## src/rtl/irq_entry_pkg.sv

```systemverilog
package irq_entry_pkg;

    typedef enum logic [1:0] {
        S_IDLE   = 2'd0,
        S_ARMED  = 2'd1,
        S_STORE  = 2'd2,
        S_VECTOR = 2'd3
    } entry_state_e;

    typedef struct packed {
        logic ar_clr;
        logic tr_ld_pc;
        logic mem_wr;
        logic pc_clr;
        logic pc_inc;
        logic sc_clr;
    } entry_strobe_t;

    localparam entry_strobe_t STROBE_NONE = '{default: 1'b0};

endpackage

```

## src/rtl/irq_req_or.sv

```systemverilog
module irq_req_or #(
    parameter int NUM_FLAGS = 2
) (
    input  logic [NUM_FLAGS-1:0] flags,
    output logic                 req
);
    logic [NUM_FLAGS:0] chain;

    assign chain[0] = 1'b0;

    generate
        for (genvar g = 0; g < NUM_FLAGS; g++) begin : g_or
            assign chain[g+1] = chain[g] | flags[g];
        end
    endgenerate

    assign req = chain[NUM_FLAGS];
endmodule

```

## src/rtl/irq_enable_ff.sv

```systemverilog
module irq_enable_ff (
    input  logic clk,
    input  logic rst_n,
    input  logic ion,
    input  logic iof,
    input  logic entry_clr,
    output logic ien_q
);
    always_ff @(posedge clk or negedge rst_n) begin
        if (!rst_n) begin
            ien_q <= 1'b0;
        end else if (iof || entry_clr) begin
            ien_q <= 1'b0;
        end else if (ion) begin
            ien_q <= 1'b1;
        end
    end


    iof_wins_chk: assert property (@(posedge clk) disable iff (!rst_n)
        iof |=> !ien_q);
endmodule

```

## src/rtl/irq_entry_fsm.sv

```systemverilog
module irq_entry_fsm
    import irq_entry_pkg::*;
#(
    parameter int SC_W        = 4,
    parameter int FETCH_STEPS = 3
) (
    input  logic            clk,
    input  logic            rst_n,
    input  logic [SC_W-1:0] sc_i,
    input  logic            req_i,
    input  logic            ien_i,
    output logic            pend_o,
    output logic            entry_done_o,
    output entry_strobe_t   strobe_o
);
    localparam logic [SC_W-1:0] FIRST_EXEC = SC_W'(FETCH_STEPS);

    entry_state_e state_q, state_d;
    logic         at_boundary;
    logic         late_in_instr;

    assign at_boundary   = (sc_i == '0);
    assign late_in_instr = (sc_i >= FIRST_EXEC);

    always_comb begin
        state_d = state_q;
        unique case (state_q)
            S_IDLE:   if (ien_i && req_i && late_in_instr) state_d = S_ARMED;
            S_ARMED:  if (at_boundary) state_d = S_STORE;
            S_STORE:  state_d = S_VECTOR;
            S_VECTOR: state_d = S_IDLE;
            default:  state_d = S_IDLE;
        endcase
    end

    always_ff @(posedge clk or negedge rst_n) begin
        if (!rst_n) begin
            state_q <= S_IDLE;
        end else begin
            state_q <= state_d;
        end
    end

    always_comb begin
        strobe_o     = STROBE_NONE;
        entry_done_o = 1'b0;
        unique case (state_q)
            S_IDLE: ;
            S_ARMED: begin
                if (at_boundary) begin
                    strobe_o.ar_clr   = 1'b1;
                    strobe_o.tr_ld_pc = 1'b1;
                end
            end
            S_STORE: begin
                strobe_o.mem_wr = 1'b1;
                strobe_o.pc_clr = 1'b1;
            end
            S_VECTOR: begin
                strobe_o.pc_inc = 1'b1;
                strobe_o.sc_clr = 1'b1;
                entry_done_o    = 1'b1;
            end
            default: ;
        endcase
    end

    assign pend_o = (state_q != S_IDLE);


    pend_rise_cause_chk: assert property (@(posedge clk) disable iff (!rst_n)
        $rose(pend_o) |-> $past(ien_i && req_i && late_in_instr));


    no_set_in_fetch_chk: assert property (@(posedge clk) disable iff (!rst_n)
        (!pend_o && !late_in_instr) |=> !pend_o);
endmodule

```

## src/rtl/irq_entry_seq.sv

```systemverilog
module irq_entry_seq
    import irq_entry_pkg::*;
#(
    parameter int NUM_FLAGS   = 2,
    parameter int SC_W        = 4,
    parameter int FETCH_STEPS = 3
) (
    input  logic                 clk,
    input  logic                 rst_n,
    input  logic [SC_W-1:0]      sc_cnt,
    input  logic [NUM_FLAGS-1:0] dev_flag,
    input  logic                 ion_cmd,
    input  logic                 iof_cmd,
    output logic                 irq_pend,
    output logic                 ien,
    output logic                 ar_clr,
    output logic                 tr_ld_pc,
    output logic                 mem_wr,
    output logic                 pc_clr,
    output logic                 pc_inc,
    output logic                 sc_clr
);
    logic          req;
    logic          entry_done;
    entry_strobe_t strobes;

    irq_req_or #(.NUM_FLAGS(NUM_FLAGS)) u_req (
        .flags (dev_flag),
        .req   (req)
    );

    irq_enable_ff u_ien (
        .clk       (clk),
        .rst_n     (rst_n),
        .ion       (ion_cmd),
        .iof       (iof_cmd),
        .entry_clr (entry_done),
        .ien_q     (ien)
    );

    irq_entry_fsm #(.SC_W(SC_W), .FETCH_STEPS(FETCH_STEPS)) u_fsm (
        .clk          (clk),
        .rst_n        (rst_n),
        .sc_i         (sc_cnt),
        .req_i        (req),
        .ien_i        (ien),
        .pend_o       (irq_pend),
        .entry_done_o (entry_done),
        .strobe_o     (strobes)
    );

    assign ar_clr   = strobes.ar_clr;
    assign tr_ld_pc = strobes.tr_ld_pc;
    assign mem_wr   = strobes.mem_wr;
    assign pc_clr   = strobes.pc_clr;
    assign pc_inc   = strobes.pc_inc;
    assign sc_clr   = strobes.sc_clr;


    save_then_store_chk: assert property (@(posedge clk) disable iff (!rst_n)
        ar_clr |=> (mem_wr && pc_clr));


    store_then_vector_chk: assert property (@(posedge clk) disable iff (!rst_n)
        mem_wr |=> (pc_inc && sc_clr));


    entry_disables_chk: assert property (@(posedge clk) disable iff (!rst_n)
        sc_clr |=> (!ien && !irq_pend));


    phase_excl_chk: assert property (@(posedge clk) disable iff (!rst_n)
        $onehot0({ar_clr, mem_wr, pc_inc}));


    strobes_need_pend_chk: assert property (@(posedge clk) disable iff (!rst_n)
        (ar_clr || mem_wr || pc_inc) |-> irq_pend);
endmodule

```

## config.mk

```make
export PLATFORM = sky130hd
export DESIGN_NAME = irq_entry_seq
export DESIGN_NICKNAME = d
export VERILOG_FILES = /design/src/rtl/irq_entry_pkg.sv /design/src/rtl/irq_req_or.sv /design/src/rtl/irq_enable_ff.sv /design/src/rtl/irq_entry_fsm.sv /design/src/rtl/irq_entry_seq.sv
export SDC_FILE = /design/constraint.sdc
export NUM_CORES = 1
export LEC_CHECK = 0
export BUFFER_PORTS_ARGS = -buffer_cell sky130_fd_sc_hd__buf_2
export CAP_MARGIN = 20
export CORE_AREA = 8 8 45 47
export DETAILED_ROUTE_END_ITERATION = 8
export DIE_AREA = 0 0 53 55
export SLEW_MARGIN = 20
export SYNTH_ARGS = -nofsm -noshare
export SYNTH_HDL_FRONTEND = slang
export SYNTH_SLANG_ARGS = --single-unit
```

## constraint.sdc

```tcl
create_clock -name clk -period 2.6 [get_ports clk]
set_input_delay 0.52 -clock clk [delete_from_list [all_inputs] [get_ports clk]]
set_output_delay 0.52 -clock clk [all_outputs]
set_load 0.02 [all_outputs]
```

* Word level (Yosys, flattened, before mapping) *
Cells that the tools add are included.

word-level totals
  input bits = 10
  bits in latches = 0
  RAM bits = 0
  logic and storage cells = 27
  register bits after elaboration = 3
  ROM bits = 0
  memories kept = 0

cells by class
  bitwise logic cells = 1
  multiplexer cells = 10
  shifts and indexed selects = 0
  $add $sub $neg = 0
  order comparisons = 1
  multipliers = 0
  reduce and logical (&&, ||, !) cells = 8
  eq/ne operators = 5
  divide/modulo/power cells = 0

operator list
  cell                number
  $mux 2              6
  $pmux 2 s4          1
  $eq 2x2->1 const B  2
  $ge 4x2->1 const B  1
  $logic_not 4->1     1
  $ne 2x1->1 const B  2
  $reduce_bool 2->1   2
  $mux 1              3
  $eq 2x1->1 const B  1
  $logic_and 1x1->1   2
  $logic_not 2->1     1
  $reduce_and 2->1    1
  $logic_or 1x1->1    1
  $or 1x1->1          1

* Depth between registers and ports, before layout *
  depth after elaboration = 5
  depth in mapped cells = 5
  depth with buffers taken out = 5

* Cells and area by module *
From an unflattened synthesis, not the netlist that was laid out.

unflattened totals
  cell total of the unflattened synthesis = 28
  area total of the unflattened synthesis = 285.3 sq um

by module, submodules not included
  module         area an instance (sq um)  cells each  times used
  irq_entry_fsm  240.2                     24          1
  irq_enable_ff  38.8                      3           1
  irq_req_or     6.3                       1           1

* Least setup slack after synthesis *
OpenSTA, ideal clock, no wires.

  kind = in2out
  start point = in sc_cnt[3]
  end point = out tr_ld_pc
  arrival = 1,196 ps
  buffers on the path = 1
  slack = 884 ps
  required time = 2,080 ps
  cell stages on the path = 3
  cell sequence = nor4_4 -> and2_2 -> buf_4

on the way
  word-level cells in the longest chain between the ends = 3

ends and longest elaborated chain
  what             RTL line             RTL
  from (decl)      irq_entry_seq.sv:10  input logic [SC_W-1:0] sc_cnt,
  $logic_not 4->1  irq_entry_fsm.sv:22  assign at_boundary = (sc_i == '0);
  $mux 2           irq_entry_fsm.sv:50  if (at_boundary) begin
  $mux 2           irq_entry_fsm.sv:47  unique case (state_q)
  to (decl)        irq_entry_seq.sv:17  output logic tr_ld_pc,

No other way between the ends.

* Worst setup path after layout *
  start point = in sc_cnt[3]
  end point = out ar_clr

on the way
  word-level cells in the longest chain between the ends = 3

ends and longest elaborated chain
  what             RTL line             RTL
  $logic_not 4->1  irq_entry_fsm.sv:22
  $mux 2           irq_entry_fsm.sv:50
  $mux 2           irq_entry_fsm.sv:47
  to (decl)        irq_entry_seq.sv:16  output logic ar_clr,

No other way between the ends.

==> qor.txt <==
status -> finished, final reports clean
sequential share of the synthesized area -> 28.0%
unrepaired setup endpoints after global routing -> no
Clock transition at path regs -> 0.04 ns
synth top area cells -> dfrtp_1 (28%), ha_1 (23%), buf_4 (8.4%), nor4_4 (7.9%), inv_1 (5.6%)
first-pass iteration count of the detailed router -> 2
async set or reset register ratio after synthesis -> 100%
clk root buf -> clkbuf_4
worst rel slew slack -> 84.9%
first-pass GRT wire length -> 1.03 mm
mux cell area share after synthesis -> 9.35%
largest net degree at the start of global routing -> 5
Syn Inst Count -> 26
max incr delay on CP -> 0.29 ns
Tot GR Track Use -> 5.36%
Synth Area in XOR/XNOR -> 0%
worst path cell trace -> buf_2, nor4_4, and2_2, buf_2
proportion of layout cells with a drive suffix above 1 -> 54.5%
peak supply drop -> 249 uV
pwr dens -> 1160 nW/um^2
NumNets Final -> 60
Final setup viols -> 0
post-synthesis simple-gate area fraction -> 15.4%
cts repair resizes -> 0
P_leak -> 0.209 nW
grt peak-use layer -> met2
largest family of logic cells by synthesized area -> adder cells
total CTS buffers -> 3
syn nets -> 41
# fillers -> 155
Clock Latency Late Sink -> 0.23 ns
Worst path slowest cell -> nor4_4
most common cell in the netlist -> ha_1
top_reg_cell synth -> dfrtp_1
GPL Wtd Cong -> 0.689
#FFs+latches synth -> 3
global routing usage on met1 -> 4.27%
WS Path Type -> in -> out
Inst Count DP -> 56
Worst Skew -> 0.000735 ns
MaxCap Viol Count -> 0
vias in the first global route -> 248
# DRC -> 0
DIE WIDTH -> 53 microns
CP Max Fanout -> 2
Top Ports -> 18
R2R cell count -> 5
Most common cell on crit path -> buf_2
setup tns final -> 0 ns
Post-synth EDFFs -> 0
initial antenna violation count -> 0
Cell Count, Final, Fillers Out -> 60
Hold Fails Final Rpt -> 0
hpwl dp -> 537 microns
met2 usage -> 8.20%
initial core utilization -> 19.3%
adder-cell share of the synthesized area -> 23.4%
GR Util met3 -> 3.48%
diode count -> 0
Yosys warnings -> 0
Antenna Nets Post-Route -> 0
CP Capture Type -> output port
vias per cell -> 3.72
I/O Buffers -> 17
clk sinks -> 3
vias -> 223
H-tree depth -> 1
measured slew at the worst slew-check pin -> 0.225 ns
Synth Area per Inst -> 10.3 sq um
post-synth top area cell -> dfrtp_1
Synth Cell Area -> 268 sq um
Die Area -> 2920 sq um
GRT Residual Overflow -> 0
initial DRC count -> 2
Max Clk Rate -> 559 MHz
Compound-Gate Fraction of Synth Area -> 9.81%
CTS tree -> done
die height -> 55 microns
critical path launch point type -> input pin
share of the synthesized area in the top cell type -> 28.0%
setup repair bufs after CTS -> 0
cts-stage hold buffer count -> 0
core area -> 1380 sq um
synth unique cells -> 14
Row Count -> 14
fin. max-slew vios -> 0
Synth top cells by count -> ha_1 (5), inv_1 (4), buf_4 (3), dfrtp_1 (3), nor2_1 (2)
Final Critical Period -> 1.79 ns
Design Power -> 436 uW
arrival time at the worst endpoint -> 1.27 ns
Final Cycle Share -> 68.8%
Detailed Route WL -> 616 microns
area delta synth->final -> 40.7%
DR WL/cell -> 10.3 microns
clock buffer depth -> 2
Req. time, crit path -> 2.08 ns
HP Class -> in -> async
-- sequential cells by signal, indices dropped and copies added (netlist names) --
| name | flops |
|---|---|
| u_fsm.state_q | 2 |
| u_ien.ien_q | 1 |
-- power breakdown --
part | switching (mW) | internal [mW] | leakage (nW)
Sequential | 0.0182 | 0.0689 | 0.0365
Combinational | 0.153 | 0.113 | 0.158
Clock | 0.0250 | 0.0576 | 0.0150
Total | 0.196 | 0.240 | 0.209
-- layout by cell type (no fill, tap or decap) --
cell type / n
o21ai_0: 1
dfrtp_1: 3
o21ai_1: 1
and2_2: 1
clkbuf_1: 1
buf_2: 17
nor4_4: 1
a211oi_1: 1
nor2_1: 2
nor3_1: 1
clkbuf_4: 3
o21ai_2: 1
inv_1: 4
mux2i_1: 1
ha_1: 5
mux2_4: 1
-- final cells by class --
cell class,instances,area (sq um),share of cell area [%]
Clock buffer,4,26.3,6.98
Inverter,4,15.0,3.99
Multi-Input combinational cell,16,155,41.2
Sequential cell,3,75.1,19.9
Tap cell,16,20.0,5.32
Timing Repair Buffer,17,85.1,22.6
-- worst paths after layout --
kind / slack (ns) / from / to
setup / recovery: 0.81 / sc_cnt[3] / ar_clr
setup reg to reg: 1.22 / u_fsm.state_q[1] / u_fsm.state_q[1]
max in group asynchronous: 2.43 / rst_n / u_fsm.state_q[0]
min in group clk: 0.44 / iof_cmd / u_ien.ien_q
hold / removal: 0.07 / rst_n / u_ien.ien_q
hold reg to reg: 0.56 / u_ien.ien_q / u_ien.ien_q
-- metal layers --
layer | vias to the layer above | part of all wire, %
li1 | 118 | -
met1 | 91 | 33
met2 | 12 | 46
met3 | 2 | 18
met4 | 0 | 2.3
met5 | - | 0
-- worst max-delay path, delay by kind of cell --
kind / cells / cell delay (ns)
buffers and inverters: 2 / 0.28
and+or+nand+nor: 2 / 0.47
-- cell families after synthesis --
group | Yosys count
AO/OA/AOI/OAI | 4
adder cells (fa/ha/maj) | 5
buffers and inverters | 7
flip-flops | 3
multiplexers | 2
AND/OR/NAND/NOR | 5
-- per-stage QoR --
stage | hold WS (ns) | setup slack [ns] | area [sq um] | util [%]
finish | 0.0703 | 0.812 | 377 | 27.2
global route | 0.0544 | 0.734 | 377 | 27.2
CTS | 0.0627 | 0.799 | 377 | 27.2
detailed placement | 0.317 | 0.799 | 350 | 25.3
global placement | 0.317 | 0.813 | 350 | 25.3
floorplan | 0.224 | 0.884 | 268 | -
No activity file was read; power rests on OpenSTA's default activity.
